$ cat src/rtl/simt_pkg.sv
package simt_pkg;
  parameter int unsigned LANES   = 32;
  parameter int unsigned PC_W    = 32;
  parameter int unsigned PC_STEP = 4;
  localparam int unsigned CNT_W  = $clog2(LANES + 1);

  typedef logic [LANES-1:0] lmask_t;
  typedef logic [PC_W-1:0]  pc_t;

  // One nesting level of divergence bookkeeping.
  typedef struct packed {
    pc_t    join_pc;
    lmask_t saved;
    pc_t    else_pc;
    lmask_t else_m;
    logic   pend;
  } frame_t;

  typedef enum logic [1:0] {
    BR_ALL   = 2'd0,
    BR_NONE  = 2'd1,
    BR_SPLIT = 2'd2
  } br_kind_t;
endpackage

$ cat src/rtl/simt_branch_eval.sv
module simt_branch_eval
  import simt_pkg::*;
(
  input  lmask_t   mask_i,
  input  lmask_t   cond_i,
  output br_kind_t kind_o,
  output lmask_t   taken_o,
  output lmask_t   else_o
);
  // Lanes already off stay off on both sides.
  assign taken_o = mask_i & cond_i;
  assign else_o  = mask_i & ~cond_i;

  always_comb begin
    if (taken_o == mask_i) begin
      kind_o = BR_ALL;
    end else if (taken_o == '0) begin
      kind_o = BR_NONE;
    end else begin
      kind_o = BR_SPLIT;
    end
  end

  always_comb begin
    if (kind_o == BR_SPLIT) begin
      a_split_sides_r5: assert ((taken_o != '0) && (else_o != '0) && ((taken_o | else_o) == mask_i));
    end
  end
endmodule

$ cat src/rtl/simt_lane_count.sv
module simt_lane_count
  import simt_pkg::*;
(
  input  lmask_t           mask_i,
  output logic [CNT_W-1:0] cnt_o
);
  localparam int unsigned GRP  = 4;
  localparam int unsigned NGRP = LANES / GRP;
  localparam int unsigned GW   = $clog2(GRP + 1);

  logic [NGRP*GW-1:0] part_flat;

  for (genvar g = 0; g < NGRP; g++) begin : g_grp
    logic [GW-1:0] sub;
    always_comb begin
      sub = '0;
      for (int b = 0; b < GRP; b++) begin
        sub = sub + GW'(mask_i[g*GRP + b]);
      end
    end
    assign part_flat[g*GW +: GW] = sub;
  end

  always_comb begin
    cnt_o = '0;
    for (int k = 0; k < NGRP; k++) begin
      cnt_o = cnt_o + CNT_W'(part_flat[k*GW +: GW]);
    end
  end
endmodule

$ cat src/rtl/simt_frame_stack.sv
module simt_frame_stack
  import simt_pkg::*;
#(
  parameter int unsigned DEPTH = 8
) (
  input  logic   clk,
  input  logic   rst_n,
  input  logic   clr_i,
  input  logic   push_i,
  input  frame_t frame_i,
  input  logic   pop_i,
  input  logic   clr_pend_i,
  output frame_t top_o,
  output logic   empty_o,
  output logic   full_o
);
  localparam int unsigned SP_W = $clog2(DEPTH + 1);
  localparam int unsigned IX_W = (DEPTH > 1) ? $clog2(DEPTH) : 1;

  logic [SP_W-1:0] sp_q, sp_d;
  logic [IX_W-1:0] top_ix;
  frame_t          slot_q [DEPTH];

  assign empty_o = (sp_q == '0);
  assign full_o  = (sp_q == SP_W'(DEPTH));
  assign top_ix  = empty_o ? '0 : IX_W'(sp_q - 1'b1);
  assign top_o   = slot_q[top_ix];

  always_comb begin
    sp_d = sp_q;
    if (clr_i) begin
      sp_d = '0;
    end else if (push_i) begin
      sp_d = sp_q + 1'b1;
    end else if (pop_i) begin
      sp_d = sp_q - 1'b1;
    end
  end

  always_ff @(posedge clk or negedge rst_n) begin
    if (!rst_n) begin
      sp_q <= '0;
    end else begin
      sp_q <= sp_d;
    end
  end

  // Storage carries no reset; the pointer guards every read.
  always_ff @(posedge clk) begin
    for (int i = 0; i < DEPTH; i++) begin
      if (!clr_i && push_i && (sp_q == SP_W'(i))) begin
        slot_q[i] <= frame_i;
      end else if (!clr_i && clr_pend_i && (sp_q == SP_W'(i + 1))) begin
        slot_q[i].pend <= 1'b0;
      end
    end
  end

  p_push_room_r8: assert property (@(posedge clk) disable iff (!rst_n)
    (push_i && !clr_i) |-> !full_o);

  p_pop_nonempty_r7: assert property (@(posedge clk) disable iff (!rst_n)
    ((pop_i || clr_pend_i) && !clr_i) |-> !empty_o);

  p_one_op_r10: assert property (@(posedge clk) disable iff (!rst_n)
    $countones({push_i, pop_i, clr_pend_i}) <= 1);

  p_pop_shrinks_r7: assert property (@(posedge clk) disable iff (!rst_n)
    (pop_i && !clr_i) |=> (sp_q == $past(sp_q) - 1'b1));
endmodule

$ cat src/rtl/simt_mask_ctrl.sv
module simt_mask_ctrl
  import simt_pkg::*;
#(
  parameter int unsigned DEPTH = 8
) (
  input  logic              clk,
  input  logic              rst_n,
  input  logic              launch_i,
  input  logic [LANES-1:0]  launch_mask_i,
  input  logic [PC_W-1:0]   launch_pc_i,
  input  logic              step_i,
  input  logic              br_i,
  input  logic [LANES-1:0]  br_cond_i,
  input  logic [PC_W-1:0]   br_tgt_i,
  input  logic [PC_W-1:0]   br_join_i,
  output logic [LANES-1:0]  mask_o,
  output logic [PC_W-1:0]   pc_o,
  output logic              split_o,
  output logic [CNT_W-1:0]  active_cnt_o,
  output logic              ovf_o
);
  lmask_t   mask_q, mask_d;
  pc_t      pc_q, pc_d;
  logic     split_q, split_d;
  logic     err_q, err_d;

  br_kind_t kind;
  lmask_t   taken_m, else_m;
  pc_t      seq_pc, cand_pc;
  logic     took_push;

  logic     stk_clr, stk_push, stk_pop, stk_clrp;
  logic     stk_empty, stk_full;
  frame_t   push_frame, top_frame;

  simt_branch_eval u_eval (
    .mask_i  (mask_q),
    .cond_i  (br_cond_i),
    .kind_o  (kind),
    .taken_o (taken_m),
    .else_o  (else_m)
  );

  simt_frame_stack #(.DEPTH(DEPTH)) u_stack (
    .clk        (clk),
    .rst_n      (rst_n),
    .clr_i      (stk_clr),
    .push_i     (stk_push),
    .frame_i    (push_frame),
    .pop_i      (stk_pop),
    .clr_pend_i (stk_clrp),
    .top_o      (top_frame),
    .empty_o    (stk_empty),
    .full_o     (stk_full)
  );

  simt_lane_count u_count (
    .mask_i (mask_q),
    .cnt_o  (active_cnt_o)
  );

  assign seq_pc = pc_q + pc_t'(PC_STEP);

  always_comb begin
    push_frame.join_pc = br_join_i;
    push_frame.saved   = mask_q;
    push_frame.else_pc = seq_pc;
    push_frame.else_m  = else_m;
    push_frame.pend    = 1'b1;
  end

  // Next-state: launch, then branch resolution, then reconvergence.
  always_comb begin
    mask_d    = mask_q;
    pc_d      = pc_q;
    split_d   = 1'b0;
    err_d     = err_q;
    stk_clr   = 1'b0;
    stk_push  = 1'b0;
    stk_pop   = 1'b0;
    stk_clrp  = 1'b0;
    cand_pc   = seq_pc;
    took_push = 1'b0;
    if (launch_i) begin
      mask_d  = launch_mask_i;
      pc_d    = launch_pc_i;
      err_d   = 1'b0;
      stk_clr = 1'b1;
    end else if (step_i) begin
      if (br_i) begin
        case (kind)
          BR_ALL: begin
            cand_pc = br_tgt_i;
          end
          BR_SPLIT: begin
            if (stk_full) begin
              err_d = 1'b1;
            end else begin
              stk_push  = 1'b1;
              took_push = 1'b1;
              mask_d    = taken_m;
              pc_d      = br_tgt_i;
              split_d   = 1'b1;
            end
          end
          default: begin
            cand_pc = seq_pc;
          end
        endcase
      end
      if (!took_push) begin
        if (!stk_empty && (cand_pc == top_frame.join_pc)) begin
          if (top_frame.pend) begin
            mask_d   = top_frame.else_m;
            pc_d     = top_frame.else_pc;
            stk_clrp = 1'b1;
          end else begin
            mask_d  = top_frame.saved;
            pc_d    = top_frame.join_pc;
            stk_pop = 1'b1;
          end
        end else begin
          pc_d = cand_pc;
        end
      end
    end
  end

  always_ff @(posedge clk or negedge rst_n) begin
    if (!rst_n) begin
      mask_q  <= '0;
      pc_q    <= '0;
      split_q <= 1'b0;
      err_q   <= 1'b0;
    end else begin
      mask_q  <= mask_d;
      pc_q    <= pc_d;
      split_q <= split_d;
      err_q   <= err_d;
    end
  end

  assign mask_o  = mask_q;
  assign pc_o    = pc_q;
  assign split_o = split_q;
  assign ovf_o   = err_q;

  p_launch_load_r2: assert property (@(posedge clk) disable iff (!rst_n)
    launch_i |=> (mask_q == $past(launch_mask_i)) && (pc_q == $past(launch_pc_i)) && !err_q);

  p_uniform_keep_r4: assert property (@(posedge clk) disable iff (!rst_n)
    (step_i && br_i && !launch_i && (kind != BR_SPLIT) && stk_empty) |=>
      (mask_q == $past(mask_q)) && !split_q);

  p_split_subset_r5: assert property (@(posedge clk) disable iff (!rst_n)
    split_q |-> ((mask_q & ~$past(mask_q)) == '0) && (mask_q != '0) && (mask_q != $past(mask_q)));

  p_split_pulse_r5: assert property (@(posedge clk) disable iff (!rst_n)
    split_q |=> (!split_q || $past(step_i && br_i)));

  p_err_sticky_r8: assert property (@(posedge clk) disable iff (!rst_n)
    (err_q && !launch_i) |=> err_q);

  p_cnt_match_r9: assert property (@(posedge clk) disable iff (!rst_n)
    active_cnt_o == CNT_W'($countones(mask_q)));
endmodule

$ cat config.mk
export PLATFORM = sky130hd
export DESIGN_NAME = simt_mask_ctrl
export DESIGN_NICKNAME = d
export VERILOG_FILES = /design/src/rtl/simt_pkg.sv /design/src/rtl/simt_branch_eval.sv /design/src/rtl/simt_lane_count.sv /design/src/rtl/simt_frame_stack.sv /design/src/rtl/simt_mask_ctrl.sv
export SDC_FILE = /design/constraint.sdc
export NUM_CORES = 1
export LEC_CHECK = 0
export BUFFER_PORTS_ARGS = -buffer_cell sky130_fd_sc_hd__buf_4
export CAP_MARGIN = 10
export CORE_ASPECT_RATIO = 1.2
export CORE_MARGIN = 2
export CORE_UTILIZATION = 50
export CTS_CLUSTER_DIAMETER = 200
export DETAILED_ROUTE_END_ITERATION = 6
export MAX_ROUTING_LAYER = met4
export PLACE_DENSITY = 0.66
export SLEW_MARGIN = 20
export SYNTH_ARGS = -nofsm -noshare
export SYNTH_HDL_FRONTEND = slang
export SYNTH_HIERARCHICAL = 1
export SYNTH_SLANG_ARGS = --single-unit
$ cat constraint.sdc
create_clock -name clk -period 6.21 [get_ports clk]
set_input_delay 0.621 -clock clk [delete_from_list [all_inputs] [get_ports clk]]
set_output_delay 0.621 -clock clk [all_outputs]
set_load 0.005 [all_outputs]
### Yosys cells after proc, flatten, opt, wreduce, memory -nomap -nowiden

Memories as Yosys holds them, arrays and structs flattened.
Index checks and enable logic that the tools add are counted.

* bits in registers: 70
* memory bits (writable): 1032
* memories: 1

Memory list
* u_stack.slot_q: depth 8, bits a word 129, read ports 1, clocked after memory_dff 0, wr ports 1, line simt_frame_stack.sv:22 `frame_t slot_q [DEPTH];`

* $add $sub $neg: 34
* equality and inequality tests: 14
* muxes and demuxes: 118
* bitwise gates (word level): 11
* reductions and logical operators: 38

Operators with widths (number)
* two-way mux 129 bit: 7
* OR reduction 129 bit: 7
* two-way mux 32 bit: 20
* two-way mux 1 bit: 71
* AND 32 bit: 2
* equality test 32 bit: 2
* adder 3 x 1 -> 3 bit: 16
* adder 6 x 3 -> 6 bit: 6
* adder 32 x 3 -> 32 bit (second input constant): 1
* logical NOT 32 bit: 1
* NOT 32 bit: 1
* two-way mux 3 bit: 8
* logical AND 1 bit: 19
* two-way mux 2 bit: 9
* adder 1 x 1 -> 2 bit: 8
* equality test 4 x 3 -> 1 bit (second input constant): 4
* two-way mux 4 bit: 3
* equality test 4 x 2 -> 1 bit (second input constant): 2
* OR 1 bit: 8
* AND reduction 4 bit: 2
* nonzero test 2 bit: 4
* inequality test 3 bit (second input constant): 2
* adder 3 x 3 -> 4 bit: 1
* adder 4 x 1 -> 4 bit (second input constant): 1
* 9 further kinds: 10

### Depth between registers and ports, before layout

* word-level depth: 29
* mapped depth: 26
* mapped depth without buffers: 19

### Hierarchy

The synthesis kept the hierarchy.

By module, submodules not included
* simt_frame_stack: times used 1, cells each 3213, area each 44938.1 µm²
* simt_mask_ctrl: times used 1, cells each 1022, area each 7664.9 µm²
* simt_lane_count: times used 1, cells each 77, area each 834.6 µm²
* simt_branch_eval: times used 1, cells each 90, area each 585.6 µm²

### Worst setup path before layout

OpenSTA, ideal clock, no wires.

* kind: input to register
* from: input br_cond_i[5]
* to: memory u_stack/slot_q[0][0] (netlist name) (enable)
* arrival: 6.315 ns
* setup slack: -0.411 ns
* cell stages on the path: 14
* path buffers: 2
* path through: and2b_2 nor4_1 nand4_1 nor2_1 nor2_1 nand3b_1 or2_2 clkbuf_1 buf_1 nor2_1 nand2b_1 nor3_1 and2_1 nand2b_1

* elaborated cells on any way between the ends: 110

RTL lines
* start: declaration: line simt_mask_ctrl.sv:13 `input logic [LANES-1:0] br_cond_i,`
* AND 32 bit (*): line simt_branch_eval.sv:11 `assign taken_o = mask_i & cond_i;`
* logical NOT 32 bit: line simt_branch_eval.sv:17 `end else if (taken_o == '0) begin`
* two-way mux 2 bit: line simt_branch_eval.sv:17
* two-way mux 2 bit (*): line simt_branch_eval.sv:15 `if (taken_o == mask_i) begin`
* via kind[0]: line simt_mask_ctrl.sv:27 `br_kind_t kind;`
* equality test 2 bit (*)
* two-way mux 1 bit (*) (4 in series)
* via split_d: line simt_mask_ctrl.sv:24 `logic split_q, split_d;`
* logical AND 1 bit (*): line simt_frame_stack.sv:51 `if (!clr_i && push_i && (sp_q == SP_W'(i))) begin`
* logical AND 1 bit: line simt_frame_stack.sv:51
* two-way mux 1 bit: line simt_frame_stack.sv:51
* two-way mux 1 bit, on equally long branches: line simt_frame_stack.sv:52, simt_frame_stack.sv:54
* OR 1 bit (no source line)
* OR reduction 129 bit (no source line)
* two-way mux 3 bit (no source line) / two-way mux 2 bit (equally long branches) (7 in series)
* end: declaration: line simt_frame_stack.sv:22

The timed path passes the listed nets; every way through them passes the cells marked *. The select of a mux whose other input is x is not followed.

### Final worst setup path

* from: register mask_q[20], in the netlist mask_o[20]
* to: output active_cnt_o[4]

* word-level cells in the longest chain between the ends: 6

RTL lines
* start: declaration: line simt_mask_ctrl.sv:22 `lmask_t mask_q, mask_d;`
* start signal: assignment: line simt_mask_ctrl.sv:136 `mask_q <= mask_d;`
* adder 1 x 1 -> 2 bit: line simt_lane_count.sv:18 `sub = sub + GW'(mask_i[g*GRP + b]);`
* adder 3 x 1 -> 3 bit (2 in series): line simt_lane_count.sv:18
* adder 6 x 3 -> 6 bit (3 in series): line simt_lane_count.sv:27 `cnt_o = cnt_o + CNT_W'(part_flat[k*GW +: GW]);`
* end: declaration: line simt_mask_ctrl.sv:19 `output logic [CNT_W-1:0] active_cnt_o,`

Every way passes these cells.

==> results.cfg <==
[sta]
final_hold_viol_count = 0
clock-skew-final_ns = 0.0406
period_share = 1.03
setup_violations = 3
finalSetupTns_ns = -0.331
timing.final.ws_setup_ns = -0.156
max_freq_mhz = 157
slew_violations = 0
slew_headroom = 0.239
worstMarginPinSlew_ns = 1.13
fin_crit_ns = 6.37
hold_slack_ns = 0.129
rsz0062_at_grt = true

[global_route]
grt_usage = 0.324
grt_pass1_vias = 38800
grt_pass1_wl_um = 260000
grt_max_degree = 218
grt_antenna_before_repair = 18
grt_overflow = 0

[logic_synthesis]
syn_inst = 4402
synth_edf_count = 1031
ys_ff_latch = 1102
synth_area_leaders = edfxtp_1 57%, o211ai_1 5.4%, nand2b_1 3.4%
synth_top_area_share = 0.573
synth-compound-area-share = 0.155
synthAdderAreaFrac = 0.0134
yosys.area_share.simple = 0.155
ys_warn_count = 6
syn_area_per_cell_sq_um = 12.3
synth-async-reset-ratio = 0.0635
synth_cell_types = 94
synth-seq-area-share = 0.606
yosysTopAreaCell = edfxtp_1
synth_top_family_by_area = compound AO/OA/AOI/OAI gates
synth_mux_area_frac = 0.0232
synth_area_sq_um = 54000
synth-xor-area-share = 0.0114
synthFlopType = edfxtp_1

[min_path]
worstHoldPathType = in -> reg
hold_path_depth = 3

[clock_network]
cts-buffers-inserted = 112
clkSlewWorstSetupHoldPaths_ns = 0.07
clockRootBuffer = clkbuf_16
cts_buffer_depth = 3
clock_latency_ns = 0.73
cts_tree = done
cts.sinks = 1102
htreeDepth = 3

[finish]
area_growth_syn_to_layout_pct = 14.4
nNetsFinal = 4792
drive_above_1_share = 0.157
final_cell_area_sq_um = 61800
stdcell_count = 6104
final_core_util = 0.575

[floorplanning]
die_y_um = 364
pin_count = 237
initial_core_util = 0.502
num_rows = 132
core_sq_um = 108000
die_area_sq_um = 111000
fp.dieW_um = 304

[worst_setup_path]
cp_data_arrival_time_ns = 5.74
cp-start-kind = register
required_ns = 5.59
critPathKind = reg -> out
rr_worst_depth = 18
crit_fanout = 2
end_kind = primary output

[detailed_routing]
route.met2.wl_um = 83000
drc = 0
avgRoutedWirePerCell_um = 29.0
highest_layer = met4
first_pass_iters = 5
drt-initial-drc-count = 4315
via_per_inst = 6.56
wl_met3_um = 15800
ant_nets = 0
num_vias = 40100
wl_met1_um = 71600
wl_um = 177000

[pwr]
p_switching_mw = 5.71
vdd_drop_max_v = 0.000776
p_int_mw = 14.2
seq_power_share = 0.420
switching_share = 0.286
leakagePower_nw = 20.7
power_mw = 20.0
pwr-share-clk = 0.337
cellPowerDensity_nw_per_um2 = 323
p_comb_frac = 0.242

[job]
max_cap_viol_count = 0

[status]
violations = setup timing
outcome = complete, but fails checks

[placed_design]
placed_area_sq_um = 58000
place_congestion = 0.969
dp_hpwl_um = 109000
placedCellCount = 5870
io_buffers = 236
pre_cts_ws_ns = -0.238
## worst max-delay path, stage by stage (launching register included)
cell and delay (ns):
dfrtp_1 0.38, ha_1 0.31, inv_2 0.06, fa_2 0.50, fa_1 0.54, inv_1 0.05, fa_1 0.47, fa_1 0.52
inv_1 0.05, fa_1 0.49, fa_1 0.41, inv_1 0.08, fa_2 0.20, inv_2 0.04, fa_2 0.34, nand2b_4 0.15
a21oi_2 0.14, xor2_1 0.15, buf_4 0.13
## timing repair
action	in CTS	in global routing
hold buffers	1	0
setup buffers	2	3
pin swaps	9	7
endpoints found under the setup margin	5	23
resized for setup	10	6
endpoints found under the hold margin	27	0
gates cloned	0	0
## kinds of logic (layout without fill, tap and decap cells)
logic type | count (synthesis) | in the layout
AOI/OAI and AO/OA | 1204 | 1204
xor gates and xnor gates | 69 | 69
adders and majority gates | 43 | 43
buffers and inverters | 452 | 725
DFF | 1102 | 1102
muxes | 119 | 119
other | 1 | 23
and+or+nand+nor | 1412 | 1412
## cell usage in the layout (no fill, tap or decap), types with 130 or more instances in the layout
master,n
edfxtp_1,1031
buf_4,419
o211ai_1,385
nand2b_1,289
a31oi_1,265
nor2_1,233
nand2_1,211
nor2b_1,168
a21oi_1,159
nor4_1,143
o21bai_1,130
## area by class of cell
class                   instances  area (sq um)
clock buffers                 146          2970
diodes                         15          37.5
fillers                      8728         45700
clock inverters                66           668
flip-flops and latches       1102         32700
well taps                    1407          1760
repair buffers                456          3860
multi-input cells            2855         19600
inverters                      57           221
## synthesized netlist by cell type, drive strengths merged (4+ instances only)
| cell | count |
|---|---|
| a2111oi | 6 |
| a211oi | 129 |
| a21oi | 160 |
| a221o | 18 |
| a31oi | 268 |
| a32oi | 5 |
| and2 | 42 |
| and3 | 4 |
| buf | 140 |
| clkbuf | 255 |
| dfrtp | 70 |
| edfxtp | 1031 |
| fa | 25 |
| ha | 18 |
| inv | 57 |
| mux2 | 49 |
| mux2i | 70 |
| nand2 | 212 |
| nand2b | 292 |
| nand3 | 92 |
| nand4 | 23 |
| nor2 | 238 |
| nor2b | 169 |
| nor3 | 19 |
| nor4 | 148 |
| o2111ai | 4 |
| o211ai | 385 |
| o21a | 8 |
| o21ai | 35 |
| o21bai | 130 |
| o221ai | 11 |
| o22a | 7 |
| o311ai | 4 |
| o31a | 4 |
| or2 | 7 |
| or3 | 7 |
| or4 | 14 |
| or4bb | 127 |
| xnor2 | 44 |
| xor2 | 24 |
## power by group through the flow
stage	combinational (mW)	clock, mW	sequential, mW
after global routing	5.27	7.08	8.39
after global placement	4.34	0	8.54
final	4.84	6.73	8.38
after detailed placement	4.38	0	8.54
after floorplan	2.55	0	8.54
after CTS	4.65	6.80	8.38
## per-layer routing
| layer | global-route usage | vias up |
|---|---|---|
| li1 | - | 17500 |
| met1 | 0.421 | 20200 |
| met2 | 0.512 | 2035 |
| met3 | 0.0559 | 331 |
| met4 | 0.122 | 0 |
| met5 | - | - |
## worst paths after layout
kind | startpoint | slack, ns | end
min reg2reg | mask_o[0] | 0.61 | mask_o[0]
min | launch_pc_i[20] | 0.13 | pc_o[20]
max in group asynchronous | rst_n | 4.54 | mask_o[0]
max reg2reg | mask_o[21] | 0.17 | u_stack/slot_q[0][0]
min in group asynchronous | rst_n | 0.41 | pc_o[5]
max | mask_o[20] | -0.16 | active_cnt_o[4]
## sequential cells by signal (all words and copies together) (netlist names)
signal	count
mask_o	32
ovf_o	1
pc_o	32
split_o	1
u_stack/slot_q	1032
u_stack/sp_q	4
No activity file was read; power rests on OpenSTA's default activity.
